[src/rtl/vbs_pkg.sv]
package vbs_pkg;
  typedef enum logic {
    ST_IDLE = 1'b0,
    ST_RUN  = 1'b1
  } vbs_state_e;
endpackage

[src/rtl/vbs_prescaler.sv]
module vbs_prescaler #(
  parameter int SEL_W = 2
) (
  input  logic             clk_i,
  input  logic             rst_ni,
  input  logic             clear_i,
  input  logic             en_i,
  input  logic             pulse_i,
  input  logic [SEL_W-1:0] sel_i,
  output logic             tick_o
);
  localparam int CNT_W = (1 << SEL_W) - 1;

  logic [CNT_W-1:0] cnt_q;
  logic [CNT_W-1:0] mask;
  logic             hit;

  // ratio 2^sel: low sel bits of counter all ones marks the last pulse
  for (genvar b = 0; b < CNT_W; b++) begin : g_mask
    assign mask[b] = (sel_i > SEL_W'(b));
  end

  assign hit    = ((cnt_q & mask) == mask);
  assign tick_o = en_i & pulse_i & hit;

  always_ff @(posedge clk_i or negedge rst_ni) begin
    if (!rst_ni) begin
      cnt_q <= '0;
    end else if (clear_i) begin
      cnt_q <= '0;
    end else if (en_i && pulse_i) begin
      cnt_q <= hit ? '0 : cnt_q + 1'b1;
    end
  end
endmodule

[src/rtl/vbs_seq.sv]
module vbs_seq #(
  parameter int STEPS  = 5,
  parameter int STEP_W = 3
) (
  input  logic              clk_i,
  input  logic              rst_ni,
  input  logic              start_i,
  input  logic              tick_i,
  output logic              busy_o,
  output logic              done_o,
  output logic [STEP_W-1:0] step_o
);
  import vbs_pkg::*;

  vbs_state_e        state_q;
  logic [STEP_W-1:0] step_q;
  logic              done_q;

  always_ff @(posedge clk_i or negedge rst_ni) begin
    if (!rst_ni) begin
      state_q <= ST_IDLE;
      step_q  <= '0;
      done_q  <= 1'b0;
    end else begin
      done_q <= 1'b0;
      if (start_i) begin
        state_q <= ST_RUN;
        step_q  <= '0;
      end else if (state_q == ST_RUN && tick_i) begin
        if (step_q == STEP_W'(STEPS - 1)) begin
          state_q <= ST_IDLE;
          step_q  <= '0;
          done_q  <= 1'b1;
        end else begin
          step_q <= step_q + 1'b1;
        end
      end
    end
  end

  assign busy_o = (state_q == ST_RUN);
  assign done_o = done_q;
  assign step_o = step_q;
endmodule

[src/rtl/vbs_sar.sv]
module vbs_sar #(
  parameter int BAND_W = 3,
  parameter int STEP_W = 3
) (
  input  logic              clk_i,
  input  logic              rst_ni,
  input  logic              start_i,
  input  logic              tick_i,
  input  logic [STEP_W-1:0] step_i,
  input  logic              cmp_up_i,
  output logic [BAND_W-1:0] band_o
);
  localparam logic [BAND_W-1:0] MSB = BAND_W'(1) << (BAND_W - 1);

  logic [BAND_W-1:0] band_q;
  logic [BAND_W-1:0] cur;
  logic [BAND_W-1:0] nxt;
  logic              resolving;

  assign resolving = (step_i < STEP_W'(BAND_W));
  assign cur       = MSB >> step_i;

  // resolve bit under test, then place trial on the next lower bit
  always_comb begin
    nxt = (band_q & ~cur) | (cur >> 1);
    if (cmp_up_i) nxt = nxt | cur;
  end

  always_ff @(posedge clk_i or negedge rst_ni) begin
    if (!rst_ni) begin
      band_q <= '0;
    end else if (start_i) begin
      band_q <= MSB;
    end else if (tick_i && resolving) begin
      band_q <= nxt;
    end
  end

  assign band_o = band_q;
endmodule

[src/rtl/vco_band_sel.sv]
module vco_band_sel #(
  parameter int BAND_W = 3,
  parameter int SEL_W  = 2,
  parameter int SETTLE = 2
) (
  input  logic              clk_i,
  input  logic              rst_ni,
  input  logic              trigger_i,
  input  logic              rcnt_pulse_i,
  input  logic [SEL_W-1:0]  div_sel_i,
  input  logic              cmp_up_i,
  output logic              busy_o,
  output logic              tune_hold_o,
  output logic [BAND_W-1:0] band_o,
  output logic              done_o
);
  localparam int STEPS  = BAND_W + SETTLE;
  localparam int STEP_W = $clog2(STEPS);

  logic              por_pend_q;
  logic              start;
  logic              busy;
  logic              tick;
  logic [SEL_W-1:0]  sel_q;
  logic [STEP_W-1:0] step;

  assign start = trigger_i | por_pend_q;

  always_ff @(posedge clk_i or negedge rst_ni) begin
    if (!rst_ni) begin
      por_pend_q <= 1'b1;
      sel_q      <= '0;
    end else begin
      por_pend_q <= 1'b0;
      if (start) sel_q <= div_sel_i;
    end
  end

  vbs_prescaler #(.SEL_W(SEL_W)) i_presc (
    .clk_i   (clk_i),
    .rst_ni  (rst_ni),
    .clear_i (start),
    .en_i    (busy & ~start),
    .pulse_i (rcnt_pulse_i),
    .sel_i   (sel_q),
    .tick_o  (tick)
  );

  vbs_seq #(.STEPS(STEPS), .STEP_W(STEP_W)) i_seq (
    .clk_i   (clk_i),
    .rst_ni  (rst_ni),
    .start_i (start),
    .tick_i  (tick),
    .busy_o  (busy),
    .done_o  (done_o),
    .step_o  (step)
  );

  vbs_sar #(.BAND_W(BAND_W), .STEP_W(STEP_W)) i_sar (
    .clk_i    (clk_i),
    .rst_ni   (rst_ni),
    .start_i  (start),
    .tick_i   (tick),
    .step_i   (step),
    .cmp_up_i (cmp_up_i),
    .band_o   (band_o)
  );

  assign busy_o      = busy;
  assign tune_hold_o = busy;
endmodule

[config.mk]
export PLATFORM = sky130hd
export DESIGN_NAME = vco_band_sel
export DESIGN_NICKNAME = d
export VERILOG_FILES = /design/src/rtl/vbs_pkg.sv /design/src/rtl/vbs_prescaler.sv /design/src/rtl/vbs_seq.sv /design/src/rtl/vbs_sar.sv /design/src/rtl/vco_band_sel.sv
export SDC_FILE = /design/constraint.sdc
export NUM_CORES = 1
export LEC_CHECK = 0
export ABC_CLOCK_PERIOD_IN_PS = 2600
export BUFFER_PORTS_ARGS = -buffer_cell sky130_fd_sc_hd__buf_2
export CAP_MARGIN = 20
export CORE_MARGIN = 2
export CORE_UTILIZATION = 31
export CTS_CLUSTER_SIZE = 12
export DETAILED_ROUTE_END_ITERATION = 6
export SLEW_MARGIN = 25
export SYNTH_ARGS = -nofsm -noshare
export SYNTH_HDL_FRONTEND = slang
export SYNTH_SLANG_ARGS = --single-unit
[constraint.sdc]
create_clock -name clk_i -period 2.6 [get_ports clk_i]
set_clock_uncertainty 0.2 [all_clocks]
set_input_delay 0.26 -clock clk_i [delete_from_list [all_inputs] [get_ports clk_i]]
set_output_delay 0.26 -clock clk_i [all_outputs]
set_load 0.1 [all_outputs]
==> flow_metrics.py, run 1 <==
metrics = {
    "outcome": {
        "status": "finished clean",
    },
    "placed_design": {
        "dp.final_hpwl_um": 1180,
        "gp_congestion": 0.730,
        "post-place-ws_ps": 350,
        "port_buffers": 12,
        "numPlacedInstances": 123,
        "placed_area_um2": 862,
    },
    "logic_synthesis": {
        "synth_top_area_share_pct": 41.5,
        "ys_seq_area_share_pct": 44.9,
        "syn-num-nets": 96,
        "syn_inst": 84,
        "yosysWarnings": 0,
        "synth.distinct_cells": 35,
        "synth_edf_count": 0,
        "synth.avg_cell_area_um2": 9.32,
        "synth_flop_cell": "dfrtp_1",
        "ys_ff_latch": 14,
        "syn-cell-area_um2": 783,
        "synth_area_leaders": "dfrtp_1 (42%), ha_1 (8.0%), nand2_1 (5.8%), dfstp_2 (3.4%), a21oi_1 (3.2%)",
        "synth_area_leader_cell": "dfrtp_1",
        "synth-async-reset-ratio_pct": 100,
    },
    "clocking": {
        "clkLatencyLatePin_ps": 270,
        "cts_sinks": 14,
        "cts_tree": "yes",
        "cts_root_buffer": "clkbuf_4",
        "cts_buffers": 3,
        "cts_resized": 0,
        "cts.reportedPaths.clkPinSlew_ps": 80,
        "h-tree-depth": 1,
        "clockBufferDepth": 2,
    },
    "sta": {
        "fin_ws_ps": 518,
        "relSlewSlack_pct": 52.5,
        "finalMaxSlewViolations": 0,
        "fmax_mhz": 480,
        "setup_viol": 0,
        "period_share_pct": 80.1,
        "post-route-min-period_ps": 2080,
        "worst_pin_slew_ps": 711,
        "rsz0062_at_grt": "false",
        "tns_ps": 0,
        "hold_viol": 0,
    },
    "worst_setup_path": {
        "path_max_fanout": 11,
        "max_stage_delay_ps": 650,
        "criticalPathCategory": "reg2reg",
        "cpMaxStageDelayCell": "or4b_1",
        "end_kind": "register",
        "cp_data_arrival_time_ps": 2030,
        "crit_path_cell_trace": "nand2b_1, a21boi_1, or4b_1, a2111oi_0",
        "crit_required_ps": 2550,
        "start_kind": "register",
    },
    "global_route": {
        "grt_overflow": 0,
        "grt_util_all_layers_pct": 12.4,
        "grt_pass1_vias": 571,
        "grt_pass1_wl_um": 2490,
        "grt_max_degree": 15,
        "antenna_found_initial": 0,
    },
    "pwr": {
        "p_seq_share_pct": 57.4,
        "power_frac_clock_pct": 30.6,
        "cellPowerDensity_nw_per_um2": 432,
        "irDropWorstVdd_uv": 168,
        "power.share.switching_pct": 24.6,
        "p_int_mw": 0.299,
        "comb_power_share_pct": 12.0,
        "power.switching_mw": 0.0978,
        "p_leak_nw": 0.410,
    },
    "floorplan": {
        "die_width_um": 54.3,
        "coreArea_um2": 2430,
        "die_y_um": 54.3,
        "dieArea_um2": 2940,
        "initial_core_util_pct": 32.2,
        "num_rows": 18,
        "ios": 13,
    },
    "final_layout": {
        "fill_cells": 259,
        "diodes": 0,
        "final_cell_mix": "nand2_1 (12), dfrtp_1 (12), buf_2 (12)",
        "final_layout_size_suffix_gt1_share_pct": 20.0,
        "nets": 113,
        "area_growth_pct": 17.3,
        "final_area_um2": 918,
        "finalNonFillerCells": 130,
    },
    "job": {
        "drv_cap": 0,
    },
    "route": {
        "postRouteAntennaNets": 0,
        "dr.pass1.iters": 4,
        "drc": 0,
        "routed_wirelength_um": 1590,
        "vias": 641,
        "drtIter0Drc": 4,
        "wl_per_cell_um": 12.2,
        "via_per_inst": 4.93,
    },
    "min_path": {
        "worstHoldPathType": "in2reg",
    },
}
metrics by stage:
step	util [%]	hold WS [ps]	power (mW)
final	37.8	73.0	0.397
after global routing	37.8	80.6	0.423
after detailed placement	35.4	-31.8	0.276
after global placement	35.4	-29.1	0.275
after CTS	37.8	70.2	0.403
after floorplan	-	-236	0.261
worst paths after layout:
path / slack, ps / cells after the start / to / from
min in group asynchronous: 210 / 2 / i_seq.done_o$_DFF_PN0_ / rst_ni
max reg2reg: 520 / 4 / i_sar.band_o[1]$_DFFE_PN0P_ / i_presc.cnt_q[2]$_DFFE_PN0P_
min reg2reg: 310 / 2 / sel_q[0]$_DFFE_PN0P_ / sel_q[0]$_DFFE_PN0P_
max in group asynchronous: 1700 / 2 / por_pend_q$_DFF_PN1_ / rst_ni
min: 70 / 3 / i_presc.cnt_q[1]$_DFFE_PN0P_ / rcnt_pulse_i
max: 520 / 4 / i_sar.band_o[1]$_DFFE_PN0P_ / i_presc.cnt_q[2]$_DFFE_PN0P_
critical path, delay by kind of cell, from the launching register on:
kind | cells | cell delay [ps]
AND/OR/NAND/NOR | 2 | 770
AO/OA/AOI/OAI | 2 | 610
flip-flops | 1 | 380
registers in the layout (all words and copies together), names as in the netlist:
register,flops
i_presc.cnt_q,3
i_sar.band_o,3
i_seq.step_o,3
sel_q,2
i_seq.busy_o,1
i_seq.done_o,1
por_pend_q,1
area by class of cell:
type	count	area, µm²	share of cell area, %
flip-flops and latches	14	353	38.4
well taps	30	37.5	4.09
multi-input cells	60	382	41.6
inverters	6	22.5	2.45
clock buffers	4	26.3	2.86
repair buffers	16	97.6	10.6
layer usage:
layer / track usage, % / share of wire [%] / vias to the layer above
met4: 10.0 / 1.7 / 0
met1: 14.1 / 45 / 306
li1: - / - / 326
met2: 20.7 / 51 / 7
met5: 0 / 0 / -
met3: 1.64 / 2.3 / 2
cell families after synthesis:
logic type      share of synthesized area (%)
simple gates                             21.6
compound gates                           17.4
flops                                    44.9
buf+inv                                  6.39
fa+ha+maj                                7.99
mux                                      1.28
other cells                             0.479
cells in the mapped netlist (all sizes together), types with 3 or more instances:
cell,count
or4b,3
ha,5
nand2,12
a21oi,5
o21ai,6
dfrtp,13
nor2,5
buf,3
inv,6
power groups by stage:
stage               combinational (mW)  clock (mW)  sequential, mW
global placement                0.0435           0           0.232
CTS                             0.0482       0.127           0.228
floorplan                       0.0245           0           0.236
detailed placement              0.0442           0           0.232
global route                    0.0537       0.141           0.229
finish                          0.0478       0.122           0.228
what timing repair did:
item                                   in CTS  in global routing
endpoints found under the hold margin      16                  0
hold buffers                                3                  0
setup buffers                               0                  0
(Power assumes the default switching activity.)
==> run 2, diff against run 1 <==
- ABC_CLOCK_PERIOD_IN_PS: 2600 -> 1700
- clock period: 2.6 -> 1.7 ns (I/O delays scaled with it)
==> run 2 against run 1 <==
The run now ends with negative setup slack left. First-iteration DRC count grew to 5.0 times the previous value. Final cell count rose by 22%. Routed wire length grew 32%. Power rose by 71%. Flip-flop and latch count stayed put. Register-to-register slack worse by 730 ps. Count of clock-buffer cells in the layout unchanged. Largest power group unchanged. Critical path depth unchanged. Sequential power rose by 54%. Critical endpoint is now i_seq.step_o[0]$_DFFE_PN0P_. Largest cell class unchanged. Combinational power grew to 2.8 times the previous value. Fmax grew 8.9%. Utilization is 14 points higher.
==> flow_metrics.py, run 2 (synthesis results as in run 1) <==
metrics = {
    "sta": {
        "whs_ps": 14.0,
        "post-route-min-period_ps": 1910,
        "tns_ps": -639,
        "period_share_pct": 112,
        "fin_ws_ps": -212,
        "hold_viol": 0,
        "finalMaxSlewViolations": 0,
        "fmax_mhz": 523,
        "rsz0062_at_grt": "true",
        "setup_viol": 6,
    },
    "worst_setup_path": {
        "max_stage_delay_ps": 490,
        "crit_required_ps": 1710,
        "path_max_fanout": 5,
        "start_kind": "register",
        "crit_path_cell_trace": "or2_1, or3_4, or4b_4, a21oi_2",
        "criticalPathCategory": "reg2reg",
        "cp_data_arrival_time_ps": 1920,
        "critPathBufInv": 0,
        "end_kind": "register",
        "cpMaxStageDelayCell": "or4b_4",
        "crit_family": "simple AND/OR/NAND/NOR gates",
    },
    "job": {
        "drv_cap": 0,
    },
    "global_route": {
        "antenna_found_initial": 0,
        "grt_util_all_layers_pct": 16.4,
        "grt_pass1_vias": 751,
        "grt_max_degree": 15,
        "grt_overflow": 0,
        "grt_pass1_wl_um": 3330,
    },
    "pwr": {
        "irDropWorstVdd_uv": 327,
        "cellPowerDensity_nw_per_um2": 539,
        "p_leak_nw": 0.567,
    },
    "final_layout": {
        "nets": 141,
        "final_layout_size_suffix_gt1_share_pct": 53.1,
        "fin_util_pct": 51.6,
        "area_growth_pct": 60.4,
        "layout_commonest_cell": "buf_4",
        "diodes": 0,
        "final_area_um2": 1260,
        "final_cell_mix": "buf_4 (25), buf_2 (12), nand2_1 (11)",
    },
    "clocking": {
        "cts.reportedPaths.clkPinSlew_ps": 80,
        "cts_buffers": 3,
        "cts_root_buffer": "clkbuf_4",
        "clockBufferDepth": 2,
        "cts_sinks": 14,
        "h-tree-depth": 1,
        "clkLatencyLatePin_ps": 270,
        "cts_tree": "yes",
    },
    "floorplan": {
        "ios": 13,
        "die_width_um": 54.3,
        "coreArea_um2": 2430,
        "num_rows": 18,
        "dieArea_um2": 2940,
        "initial_core_util_pct": 32.2,
        "die_y_um": 54.3,
    },
    "route": {
        "dr.pass1.iters": 4,
        "vias": 776,
        "routed_wirelength_um": 2100,
        "via_per_inst": 4.91,
        "drtIter0Drc": 20,
        "drc": 0,
        "wl_per_cell_um": 13.3,
        "postRouteAntennaNets": 0,
    },
    "min_path": {
        "worstHoldPathType": "in2reg",
    },
    "placed_design": {
        "post-place-ws_ps": -229,
        "dp.final_hpwl_um": 1450,
        "port_buffers": 12,
        "placed_area_um2": 1020,
        "gp_congestion": 0.742,
    },
    "outcome": {
        "status": "finished, violations left",
        "violations": "negative setup slack",
    },
}
run 2: cell count changes in the layout (fill, tap and decap cells not counted), sizes merged:
| cell | delta |
|---|---|
| buf | +26 |
| dlygate4sd3 | +2 |
run 2: routing by layer:
layer	part of all wire [%]	vias up	GRT usage, %
met3	3.7	5	3.28
met5	0	-	0
met2	53	16	27.1
li1	-	381	-
met1	42	374	20.6
met4	1.8	0	7.50
run 2: worst min-delay path: cells and delay by family:
kind	cells	cell delay [ps]
buffers and inverters	1	130
AO/OA/AOI/OAI	2	160
run 2: worst paths after layout:
kind	start	end	slack, ps	cells after the start
min in group asynchronous	rst_ni	sel_q[1]$_DFFE_PN0P_	110	2
min reg2reg	i_sar.band_o[2]$_DFFE_PN0P_	i_sar.band_o[2]$_DFFE_PN0P_	330	2
max	por_pend_q$_DFF_PN1_	i_seq.step_o[0]$_DFFE_PN0P_	-210	4
max in group asynchronous	rst_ni	por_pend_q$_DFF_PN1_	900	2
max reg2reg	por_pend_q$_DFF_PN1_	i_seq.step_o[0]$_DFFE_PN0P_	-210	4
min	rcnt_pulse_i	i_presc.cnt_q[1]$_DFFE_PN0P_	10	3
run 2: per-stage QoR:
step	instances	total power, mW
4_1_cts	153	0.659
2_1_floorplan	84	0.399
6_report	158	0.677
3_5_place_dp	143	0.453
5_1_grt	158	0.715
3_3_place_gp	143	0.452
run 2: final cells by class:
cell class / instances / area [µm²]
fill: 249 / 1180
multi-input combinational: 60 / 490
sequential: 14 / 359
timing repair buffer: 44 / 320
tap: 30 / 37.5
clock buffer: 4 / 26.3
inverter: 6 / 22.5
run 2: report_power, final:
group	total [mW]	switching, mW	internal [mW]
registers	0.350	0.00818	0.342
clock network	0.193	0.102	0.0909
logic	0.134	0.0679	0.0662
run 2: timing repair:
| action | CTS | global route |
|---|---|---|
| setup endpoints to repair | 9 | 10 |
| endpoints found under the hold margin | 17 | 0 |
| setup buffers | 1 | 5 |
| pin swaps | 3 | 8 |
| hold buffers | 5 | 0 |
| resized for setup | 8 | 22 |
==> run 3, diff against run 2 <==
- ABC_CLOCK_PERIOD_IN_PS: 1700 -> 1590
- clock period: 1.7 -> 1.59 ns (I/O delays scaled with it)
==> run 3 against run 2 <==
The flow still finishes with violations (negative setup slack). Utilization decreased by 2.1 points. Via count decreased by 1.0%. First-iteration DRC count decreased by 50%. Clock power increased by 11%. Register-to-register slack got worse by 90 ps. Routed wire length decreased by 12%. Global-route usage decreased by 1.8 points. Critical path depth unchanged. Fmax increased by 0.97%. Hold slack improved by 72 ps.
==> flow_metrics.py, run 3 (synthesis results as in run 1) <==
metrics = {
    "outcome": {
        "status": "finished, violations left",
        "violations": "negative setup slack",
    },
    "floorplan": {
        "num_rows": 18,
        "dieArea_um2": 2940,
        "coreArea_um2": 2430,
        "die_width_um": 54.3,
        "ios": 13,
        "die_y_um": 54.3,
        "initial_core_util_pct": 32.2,
    },
    "min_path": {
        "worstHoldPathType": "in2async",
    },
    "route": {
        "drc": 0,
        "routed_wirelength_um": 1850,
        "postRouteAntennaNets": 0,
        "via_per_inst": 4.92,
        "wl_per_cell_um": 11.8,
        "vias": 768,
        "dr.pass1.iters": 4,
        "drtIter0Drc": 10,
    },
    "placed_design": {
        "port_buffers": 12,
        "numPlacedInstances": 145,
        "post-place-ws_ps": -327,
        "gp_congestion": 0.762,
        "dp.final_hpwl_um": 1350,
        "placed_area_um2": 1070,
    },
    "sta": {
        "rsz0062_at_grt": "true",
        "period_share_pct": 119,
        "fmax_mhz": 528,
        "setup_viol": 8,
        "post-route-min-period_ps": 1890,
        "fin_ws_ps": -304,
        "hold_viol": 0,
        "whs_ps": 86.0,
        "finalMaxSlewViolations": 0,
    },
    "clocking": {
        "cts_root_buffer": "clkbuf_4",
        "h-tree-depth": 1,
        "cts_sinks": 14,
        "clkLatencyLatePin_ps": 280,
        "cts_buffers": 3,
        "cts_tree": "yes",
        "clockBufferDepth": 2,
        "cts.reportedPaths.clkPinSlew_ps": 80,
    },
    "worst_setup_path": {
        "path_max_fanout": 5,
        "criticalPathCategory": "reg2reg",
        "crit_path_cell_trace": "or2_1, or3_4, or4b_4, a21oi_2",
        "end_kind": "register",
        "crit_required_ps": 1610,
        "cpMaxStageDelayCell": "or4b_4",
        "cp_data_arrival_time_ps": 1910,
        "start_kind": "register",
        "max_stage_delay_ps": 500,
    },
    "global_route": {
        "grt_util_all_layers_pct": 14.6,
        "antenna_found_initial": 0,
        "grt_max_degree": 15,
        "grt_overflow": 0,
        "grt_pass1_wl_um": 2980,
        "grt_pass1_vias": 688,
    },
    "final_layout": {
        "final_cell_mix": "buf_4 (25), dfrtp_1 (12), nand2_1 (11)",
        "finalNonFillerCells": 156,
        "diodes": 0,
        "layout_commonest_cell": "buf_4",
        "fin_util_pct": 49.6,
        "multi_input_area_um2": 437,
        "layout.area.seq_um2": 355,
        "final_area_um2": 1210,
        "fill_cells": 250,
        "area_growth_pct": 54.0,
        "nets": 139,
        "final_layout_size_suffix_gt1_share_pct": 42.9,
    },
    "pwr": {
        "p_leak_nw": 0.569,
        "cellPowerDensity_nw_per_um2": 593,
        "irDropWorstVdd_uv": 325,
    },
    "job": {
        "drv_cap": 0,
    },
}
-- run 3: changes by cell type in the layout (fill, tap and decap cells not counted), moves of 3 or more --
cell and change:
ha_2 -3, dfrtp_2 -3, ha_1 +3, dfrtp_1 +3
-- run 3: what timing repair did --
item | in CTS | in global routing
setup buffers | 1 | 1
hold endpoints to repair | 17 | 0
resized for setup | 9 | 4
setup endpoints to repair | 10 | 10
pin swaps | 4 | 2
hold buffers | 5 | 0
-- run 3: stage by stage --
stage	total power, mW	setup TNS [ps]
CTS	0.714	-1460
detailed placement	0.486	-1910
finish	0.715	-1540
global route	0.750	-2060
global placement	0.485	-1650
floorplan	0.427	-2150
-- run 3: worst max-delay path: cells and delay by family, from the launching register on --
kind             cells  cell delay, ps
AND/OR/NAND/NOR      3            1130
flip-flops           1             380
AO/OA/AOI/OAI        1             120
-- run 3: worst paths after layout --
| check | start | to | slack, ps | depth (start not counted) |
|---|---|---|---|---|
| worst min register to register | i_sar.band_o[2]$_DFFE_PN0P_ | i_sar.band_o[2]$_DFFE_PN0P_ | 350 | 2 |
| max in group asynchronous | rst_ni | por_pend_q$_DFF_PN1_ | 810 | 2 |
| worst max-delay path | por_pend_q$_DFF_PN1_ | i_seq.step_o[0]$_DFFE_PN0P_ | -300 | 4 |
| worst max register to register | por_pend_q$_DFF_PN1_ | i_seq.step_o[0]$_DFFE_PN0P_ | -300 | 4 |
| worst min-delay path | rst_ni | i_seq.done_o$_DFF_PN0_ | 90 | 2 |
| min in group clk_i | rcnt_pulse_i | i_presc.cnt_q[1]$_DFFE_PN0P_ | 90 | 4 |
-- run 3: routing by layer --
metal	vias up	GRT usage, %	part of all wire (%)	wire length (µm)
li1	375	-	-	-
met1	369	17.4	45	833
met2	20	24.7	48	889
met3	4	1.64	3.8	71
met4	0	10.0	2.9	53
met5	-	0	0	0
-- run 3: area by class of cell --
cell class	instances	share of cell area [%]
clock buffer	4	2.18
inverter	6	1.87
multi-input combinational	60	36.2
sequential	14	29.5
tap	30	3.11
timing repair buffer	42	27.2
-- run 3: power by group --
part	internal [mW]	switching [mW]
Combinational	0.0616	0.0658
Sequential	0.365	0.00677
Clock	0.0974	0.118
